$ cat src/rtl/codec_cfg_pkg.sv
package codec_cfg_pkg;
  localparam int DW = 8;
  localparam logic [DW-1:0] CTL1_DEF = 8'h00;
  localparam logic [DW-1:0] CTL2_DEF = 8'h02;
  localparam logic [DW-1:0] CTL1_RSV = 8'h04;
  localparam int SRST_BIT = 3;
  localparam int KHZ_W = 13;
  localparam int DIV_W = 6;

  typedef enum logic [2:0] {RD_NONE, RD_CTL1, RD_CTL2, RD_CCH, RD_DCH} rdSel_e;

  typedef struct packed {
    logic   wrCtl1;
    logic   wrCtl2;
    logic   wrCch;
    logic   wrDch;
    rdSel_e rdSel;
  } strb_t;
endpackage

$ cat src/rtl/codec_cfg_ctrl.sv
module codec_cfg_ctrl
  import codec_cfg_pkg::*;
#(
  parameter int ADDR_W = 8,
  parameter logic [ADDR_W-1:0] CTL1_ADDR = 'h03,
  parameter logic [ADDR_W-1:0] CTL2_ADDR = 'h04,
  parameter logic [ADDR_W-1:0] CCH_ADDR  = 'h05,
  parameter logic [ADDR_W-1:0] DCH_ADDR  = 'h06
) (
  input  logic              clk,
  input  logic              rstN,
  input  logic              wrEn,
  input  logic [ADDR_W-1:0] addr,
  output strb_t             strb
);
  always_comb begin
    strb = '0;
    strb.rdSel = RD_NONE;
    if (addr == CTL1_ADDR) strb.rdSel = RD_CTL1;
    else if (addr == CTL2_ADDR) strb.rdSel = RD_CTL2;
    else if (addr == CCH_ADDR) strb.rdSel = RD_CCH;
    else if (addr == DCH_ADDR) strb.rdSel = RD_DCH;
    strb.wrCtl1 = wrEn && (strb.rdSel == RD_CTL1);
    strb.wrCtl2 = wrEn && (strb.rdSel == RD_CTL2);
    strb.wrCch  = wrEn && (strb.rdSel == RD_CCH);
    strb.wrDch  = wrEn && (strb.rdSel == RD_DCH);
  end

  // at most one register is written per cycle
  assert_one_write_R2: assert property (@(posedge clk) disable iff (!rstN)
    $onehot0({strb.wrCtl1, strb.wrCtl2, strb.wrCch, strb.wrDch}));
  // no write strobe without wrEn
  assert_write_needs_en_R2: assert property (@(posedge clk) disable iff (!rstN)
    !wrEn |-> !(strb.wrCtl1 || strb.wrCtl2 || strb.wrCch || strb.wrDch));
endmodule

$ cat src/rtl/codec_cfg_clkdec.sv
module codec_cfg_clkdec
  import codec_cfg_pkg::*;
(
  input  logic [2:0]       clkSel,
  output logic             busMode,
  output logic [KHZ_W-1:0] inClkKhz,
  output logic [KHZ_W-1:0] bitClkKhz,
  output logic [DIV_W-1:0] clkDiv
);
  always_comb begin
    busMode   = 1'b0;
    inClkKhz  = KHZ_W'(4096);
    bitClkKhz = KHZ_W'(4096);
    clkDiv    = DIV_W'(1);
    unique case (clkSel)
      3'b111: begin busMode = 1'b1; bitClkKhz = '0; end
      3'b100: begin bitClkKhz = KHZ_W'(128); clkDiv = DIV_W'(32); end
      3'b101: begin bitClkKhz = KHZ_W'(256); clkDiv = DIV_W'(16); end
      3'b110: ;
      3'b000: begin inClkKhz = KHZ_W'(512);  bitClkKhz = KHZ_W'(512);  end
      3'b001: begin inClkKhz = KHZ_W'(1536); bitClkKhz = KHZ_W'(1536); end
      3'b010: begin inClkKhz = KHZ_W'(2048); bitClkKhz = KHZ_W'(2048); end
      3'b011: ;
      default: ;
    endcase
  end

  always_comb begin
    // divided modes always run from the 4096 kHz input
    assert_div_from_4096_R10: assert (clkDiv == DIV_W'(1) || (inClkKhz == KHZ_W'(4096) && !busMode));
    // bus mode carries no strobe bit clock
    assert_bus_no_bitclk_R9: assert (!busMode || (bitClkKhz == '0 && clkDiv == DIV_W'(1)));
  end
endmodule

$ cat src/rtl/codec_cfg_dp.sv
module codec_cfg_dp
  import codec_cfg_pkg::*;
(
  input  logic          clk,
  input  logic          rstN,
  input  strb_t         strb,
  input  logic [DW-1:0] wrData,
  output logic [DW-1:0] ctl1Q,
  output logic [DW-1:0] ctl2Q,
  output logic [DW-1:0] cchQ,
  output logic [DW-1:0] dchQ,
  output logic [DW-1:0] rdData
);
  logic softOn;
  assign softOn = ctl1Q[SRST_BIT];

  always_ff @(posedge clk or negedge rstN) begin
    if (!rstN) begin
      ctl1Q <= CTL1_DEF;
      ctl2Q <= CTL2_DEF;
      cchQ  <= '0;
      dchQ  <= '0;
    end else if (strb.wrCtl1 && wrData[SRST_BIT]) begin
      ctl1Q <= CTL1_DEF | (DW'(1) << SRST_BIT);
      ctl2Q <= CTL2_DEF;
      cchQ  <= '0;
      dchQ  <= '0;
    end else if (softOn) begin
      if (strb.wrCtl1) ctl1Q <= CTL1_DEF;
    end else begin
      if (strb.wrCtl1) ctl1Q <= wrData & ~CTL1_RSV;
      if (strb.wrCtl2) ctl2Q <= wrData;
      if (strb.wrCch)  cchQ  <= wrData;
      if (strb.wrDch)  dchQ  <= wrData;
    end
  end

  always_comb begin
    unique case (strb.rdSel)
      RD_CTL1: rdData = ctl1Q;
      RD_CTL2: rdData = ctl2Q;
      RD_CCH:  rdData = cchQ;
      RD_DCH:  rdData = dchQ;
      default: rdData = '0;
    endcase
  end

  // while soft reset holds, the other registers stay at defaults
  assert_soft_holds_R5: assert property (@(posedge clk) disable iff (!rstN)
    softOn |=> (ctl2Q == CTL2_DEF && cchQ == '0 && dchQ == '0));
  // setting the reset bit clears the bank next cycle
  assert_soft_entry_R4: assert property (@(posedge clk) disable iff (!rstN)
    (strb.wrCtl1 && wrData[SRST_BIT]) |=> (softOn && ctl2Q == CTL2_DEF && cchQ == '0));
  // the flag only falls through a write to control register 1
  assert_soft_exit_R6: assert property (@(posedge clk) disable iff (!rstN)
    (softOn && !strb.wrCtl1) |=> softOn);
  // an unblocked C channel write lands
  assert_cch_write_R2: assert property (@(posedge clk) disable iff (!rstN)
    (strb.wrCch && !softOn && !strb.wrCtl1) |=> (cchQ == $past(wrData)));
  // the reserved bit never holds a one
  assert_rsv_zero_R3: assert property (@(posedge clk) disable iff (!rstN)
    (ctl1Q & CTL1_RSV) == '0);
endmodule

$ cat src/rtl/codec_cfg_regs.sv
module codec_cfg_regs
  import codec_cfg_pkg::*;
#(
  parameter int ADDR_W = 8
) (
  input  logic              clk,
  input  logic              rstN,
  input  logic              wrEn,
  input  logic [ADDR_W-1:0] addr,
  input  logic [7:0]        wrData,
  output logic [7:0]        rdData,
  output logic              pdAll,
  output logic              pdEar,
  output logic              txSlotSel,
  output logic              rxSlotSel,
  output logic              softRstActive,
  output logic              txMute,
  output logic              rxMute,
  output logic              cEnable,
  output logic              dEnable,
  output logic              dRate8k,
  output logic              aLawSel,
  output logic              signMagSel,
  output logic              busMode,
  output logic [12:0]       inClkKhz,
  output logic [12:0]       bitClkKhz,
  output logic [5:0]        clkDiv,
  output logic [7:0]        cChanData,
  output logic [7:0]        dChanData
);
  strb_t strb;
  logic [DW-1:0] ctl1Q, ctl2Q;

  codec_cfg_ctrl #(.ADDR_W(ADDR_W)) ctrl_i (
    .clk(clk), .rstN(rstN), .wrEn(wrEn), .addr(addr), .strb(strb)
  );

  codec_cfg_dp dp_i (
    .clk(clk), .rstN(rstN), .strb(strb), .wrData(wrData),
    .ctl1Q(ctl1Q), .ctl2Q(ctl2Q), .cchQ(cChanData), .dchQ(dChanData),
    .rdData(rdData)
  );

  codec_cfg_clkdec clkdec_i (
    .clkSel(ctl2Q[2:0]), .busMode(busMode), .inClkKhz(inClkKhz),
    .bitClkKhz(bitClkKhz), .clkDiv(clkDiv)
  );

  assign pdAll         = ctl1Q[7];
  assign pdEar         = ctl1Q[6];
  assign txSlotSel     = ctl1Q[5];
  assign rxSlotSel     = ctl1Q[4];
  assign softRstActive = ctl1Q[3];
  assign txMute        = ctl1Q[1];
  assign rxMute        = ctl1Q[0];
  assign cEnable       = ctl2Q[7];
  assign dEnable       = ctl2Q[6];
  assign dRate8k       = ctl2Q[5];
  assign aLawSel       = ctl2Q[4];
  assign signMagSel    = ctl2Q[3];
endmodule

$ cat config.mk
export PLATFORM = sky130hd
export DESIGN_NAME = codec_cfg_regs
export DESIGN_NICKNAME = d
export VERILOG_FILES = /design/src/rtl/codec_cfg_pkg.sv /design/src/rtl/codec_cfg_ctrl.sv /design/src/rtl/codec_cfg_clkdec.sv /design/src/rtl/codec_cfg_dp.sv /design/src/rtl/codec_cfg_regs.sv
export SDC_FILE = /design/constraint.sdc
export NUM_CORES = 1
export LEC_CHECK = 0
export ABC_CLOCK_PERIOD_IN_PS = 2400
export BUFFER_PORTS_ARGS = -buffer_cell sky130_fd_sc_hd__buf_2
export CAP_MARGIN = 20
export CORE_ASPECT_RATIO = 0.5
export CORE_MARGIN = 3
export CORE_UTILIZATION = 47
export CTS_CLUSTER_DIAMETER = 100
export CTS_CLUSTER_SIZE = 24
export DETAILED_ROUTE_END_ITERATION = 12
export GPL_ROUTABILITY_DRIVEN = 0
export PLACE_DENSITY = 0.85
export SYNTH_ARGS = -nofsm -noshare
export SYNTH_HDL_FRONTEND = slang
export SYNTH_HIERARCHICAL = 1
export SYNTH_SLANG_ARGS = --single-unit
$ cat constraint.sdc
create_clock -name clk -period 2.4 [get_ports clk]
set_clock_uncertainty 0.15 [all_clocks]
set_input_delay 0 -clock clk [delete_from_list [all_inputs] [get_ports clk]]
set_output_delay 0 -clock clk [all_outputs]
set_load 0.1 [all_outputs]
# Word-level counts from Yosys, hierarchy flattened
# Index checks and enable logic that the tools add are counted.
dict set report totals {
  register_bits 32
  inputBits 19
  out_inout_bits 69
}
dict set report classes {
  eq_ne 14
  n_mux 22
  reduce_logical 13
}
# operator count
set ops {}
lappend ops {{2-to-1 mux 8 bit} 13}
lappend ops {{case mux 13 bit (6 select lines)} 1}
lappend ops {{case mux 13 bit (3 select lines)} 1}
lappend ops {{case mux 8 bit (4 select lines)} 1}
lappend ops {{equality test 8 x 3 -> 1 bit (second input constant)} 3}
lappend ops {{equality test 3 bit (second input constant)} 4}
lappend ops {{2-to-1 mux 3 bit} 4}
lappend ops {{case mux 6 bit (2 select lines)} 1}
lappend ops {{equality test 3 x 2 -> 1 bit (second input constant)} 3}
lappend ops {{equality test 8 x 2 -> 1 bit (second input constant)} 1}
lappend ops {{nonzero test 2 bit} 4}
lappend ops {{equality test 3 x 1 -> 1 bit (second input constant)} 2}
lappend ops {{AND reduction 2 bit} 3}
lappend ops {{logical AND 1 bit} 5}
lappend ops {{logical NOT 3 bit} 1}
lappend ops {{inequality test 2 bit (second input constant)} 1}
lappend ops {{2-to-1 mux 1 bit} 1}

# Longest topological paths before layout
dict set report depth {
  ltp_word 10
  mapped_depth 8
}

# Hierarchy
# The synthesis kept the hierarchy.
# module instances cells_each area_each_um2
set modules_own_cells {}
lappend modules_own_cells {codec_cfg_dp 1 183 1567.8}
lappend modules_own_cells {codec_cfg_clkdec 1 38 259.0}
lappend modules_own_cells {codec_cfg_ctrl 1 15 105.1}

# Worst setup path after synthesis
# Ideal clock, no wire load.
dict set report synth_path {
  kind {reg2out}
  from {reg dp_i.ctl2Q[1]}
  to {out bitClkKhz[11]}
  arrival_time_ns 2.904
  required_ns 2.250
  setup_slack_ns -0.654
  stages_incl_launch_ff 3
  path_buffers 1
  cell_sequence {dfstp_2 -> buf_2 -> nor3b_1}
}
dict set report synth_between {
  elab_chain_len 2
}
# element line
set synth_lines {}
lappend synth_lines {{start: declaration} codec_cfg_dp.sv:9} ;# output logic [DW-1:0] ctl2Q,
lappend synth_lines {{start signal: assignment} codec_cfg_dp.sv:32} ;# if (strb.wrCtl2) ctl2Q <= wrData;
lappend synth_lines {{equality test 3 x 2 -> 1 bit, or another cell as far along} codec_cfg_clkdec.sv:15} ;# unique case (clkSel)
lappend synth_lines {{case mux 13 bit (6 select lines) *} codec_cfg_clkdec.sv:15}
lappend synth_lines {{end: declaration} codec_cfg_regs.sv:26} ;# output logic [12:0] bitClkKhz,
# Mark *: on every way between the ends. The rest lies on a longest branch, timed or not.

==> impl_metrics.yaml <==
placement:
  pre_cts_ws_ns: 0.173
  dp_cells: 345
  portBuffers: 68
  dp_hpwl_um: 3940
synth:
  syn_area_per_cell_um2: 8.21
  synthCells: 234
  yosys_warnings: 6
  syn-cell-area_mm2: 0.00192
global_routing:
  grt_max_degree: 32
  grt_overflow: 0
  grt_pass1_vias: 1855
  grt_antenna_before_repair: 0
  grt_pass1_wl_um: 9030
  grtUsageTotal_pct: 24.5
power_and_ir_drop:
  p_per_area_mw_per_mm2: 571
  ir_drop_mv: 0.402
  p_leak_nw: 1.24
clock_network:
  htree_levels: 2
  worst_skew_pair.late_latency_ns: 0.29
  cts_hold_buf: 9
  clock_path_buffers: 2
  cts_tree: "built"
  clk_pin_slew_ns: 0.07
  cts_setup_buffers: 0
  cts-root-buf: "clkbuf_8"
  cts.sinks: 31
  cts_buffers: 5
  cts_resized: 0
hold_path:
  worstHoldPathType: "input port to register"
  whs_path_depth: 5
routing:
  wirelength_um: 5700
  dr.first_iter.drc_count: 283
  drtPass1Iterations: 5
  num_vias: 2016
  routed_via_density: 5.57
  drc_errors: 0
  ant_nets: 0
  routedWlPerCell_um: 15.7
timing:
  drv_slew: 0
  rsz0062_at_grt: "false"
  layout_worst_path_cycle_share_pct: 93.6
  setup_violations: 0
  fin_tns_setup_ns: 0
  hold_viol_final: 0
  holdWs_ns: 0.143
  tightest_slew_ns: 0.690
  fmax_mhz: 445
  fin_ws_ns: 0.154
  finalCriticalPeriod_ns: 2.25
  slew_headroom_pct: 54.0
critical_path:
  endpoint_kind: "primary output"
  cp.arrival_ns: 2.10
  required_ns: 2.25
  critPathKind: "input port to primary output"
  path_max_fanout: 10
  rr_worst_depth: 3
  startpoint_type: "input port"
floorplanning:
  die_w_um: 96.4
  dieArea_mm2: 0.00494
  rows: 15
  coreArea_mm2: 0.00368
  start_util_pct: 52.2
  ios: 88
  die_h_um: 51.2
finish:
  n_antenna_cell: 0
  syn2layout_area_growth_pct: 29.9
  final_cells: 362
  nFillCells: 268
  fin_nets: 329
  layout-drive-gt1-share_pct: 32.8
outcome:
  status: "completed"
job:
  cap_violations: 0
worst paths after layout:
kind	from	to	slack (ns)
max	addr[4]	rdData[5]	0.15
min in group asynchronous	rstN	dp_i/dchQ[3]$_DFFE_PN0P_	0.16
min	addr[2]	dp_i/ctl1Q[6]$_DFFE_PN0P_	0.14
max reg2reg	dp_i/ctl1Q[3]$_DFFE_PN0P_	dp_i/dchQ[0]$_DFFE_PN0P_	0.93
max in group asynchronous	rstN	dp_i/cchQ[0]$_DFFE_PN0P_	1.49
min reg2reg	dp_i/cchQ[2]$_DFFE_PN0P_	dp_i/cchQ[2]$_DFFE_PN0P_	0.40
registers in the layout, summed over array words and instances, names as in the netlist:
register and flops:
dp_i/cchQ 8, dp_i/ctl2Q 8, dp_i/dchQ 8, dp_i/ctl1Q 7
critical path, stage by stage:
cell	delay [ns]
buf_2	0.09
or4_1	0.68
nor4_2	0.21
buf_4	0.27
mux2i_1	0.13
o221ai_1	0.23
buf_2	0.47
where the power goes:
group	switching, mW	internal, mW	leakage, nW
logic	0.291	0.0466	0.777
registers	0.0138	0.534	0.397
clock network	0.202	0.336	0.0612
total	0.507	0.916	1.24
routing by layer:
metal,global-route usage (%),wire length [um],vias up
li1,-,-,900
met1,30.6,2230,952
met2,41.1,2700,144
met5,2.38,0,-
met3,7.35,648,20
met4,6.98,121,0
cells in the final DEF, fill, tap and decap left out, types with 2 or more instances in the layout:
| master | count |
|---|---|
| buf_2 | 67 |
| nand2_1 | 50 |
| dfrtp_1 | 30 |
| a21oi_1 | 23 |
| conb_1 | 19 |
| nand3_1 | 16 |
| nand2b_1 | 12 |
| buf_4 | 11 |
| inv_1 | 9 |
| dlygate4sd3_1 | 9 |
| mux2i_1 | 7 |
| o221ai_1 | 7 |
| o21ai_0 | 7 |
| clkbuf_8 | 6 |
| nor2_1 | 6 |
| nor4_2 | 3 |
| nor2b_1 | 3 |
| nor3_2 | 2 |
| nand2b_4 | 2 |
| and2_1 | 2 |
| nor3b_2 | 2 |
| nor4_1 | 2 |
layout make-up:
type                            instances  area (um^2)  share of cell area, %
Clock buffer                            6         82.6                   3.31
Clock inverter                          2         35.0                   1.40
Inverter                                9         33.8                   1.35
Sequential cell                        31          777                   31.1
Tap cell                               51         63.8                   2.56
Timing Repair Buffer                   88          528                   21.2
Multi-Input combinational cell        175          975                   39.1
per-stage QoR:
| step | utilization [%] | cell area, um^2 | total power, mW |
|---|---|---|---|
| 2_1_floorplan | - | 2020 | 0.845 |
| 3_3_place_gp | 62.2 | 2290 | 0.876 |
| 3_5_place_dp | 62.2 | 2290 | 0.880 |
| 4_1_cts | 67.8 | 2490 | 1.42 |
| 5_1_grt | 67.8 | 2490 | 1.47 |
| 6_report | 67.8 | 2490 | 1.42 |
Note: power is estimated with default switching activity, not from simulation.
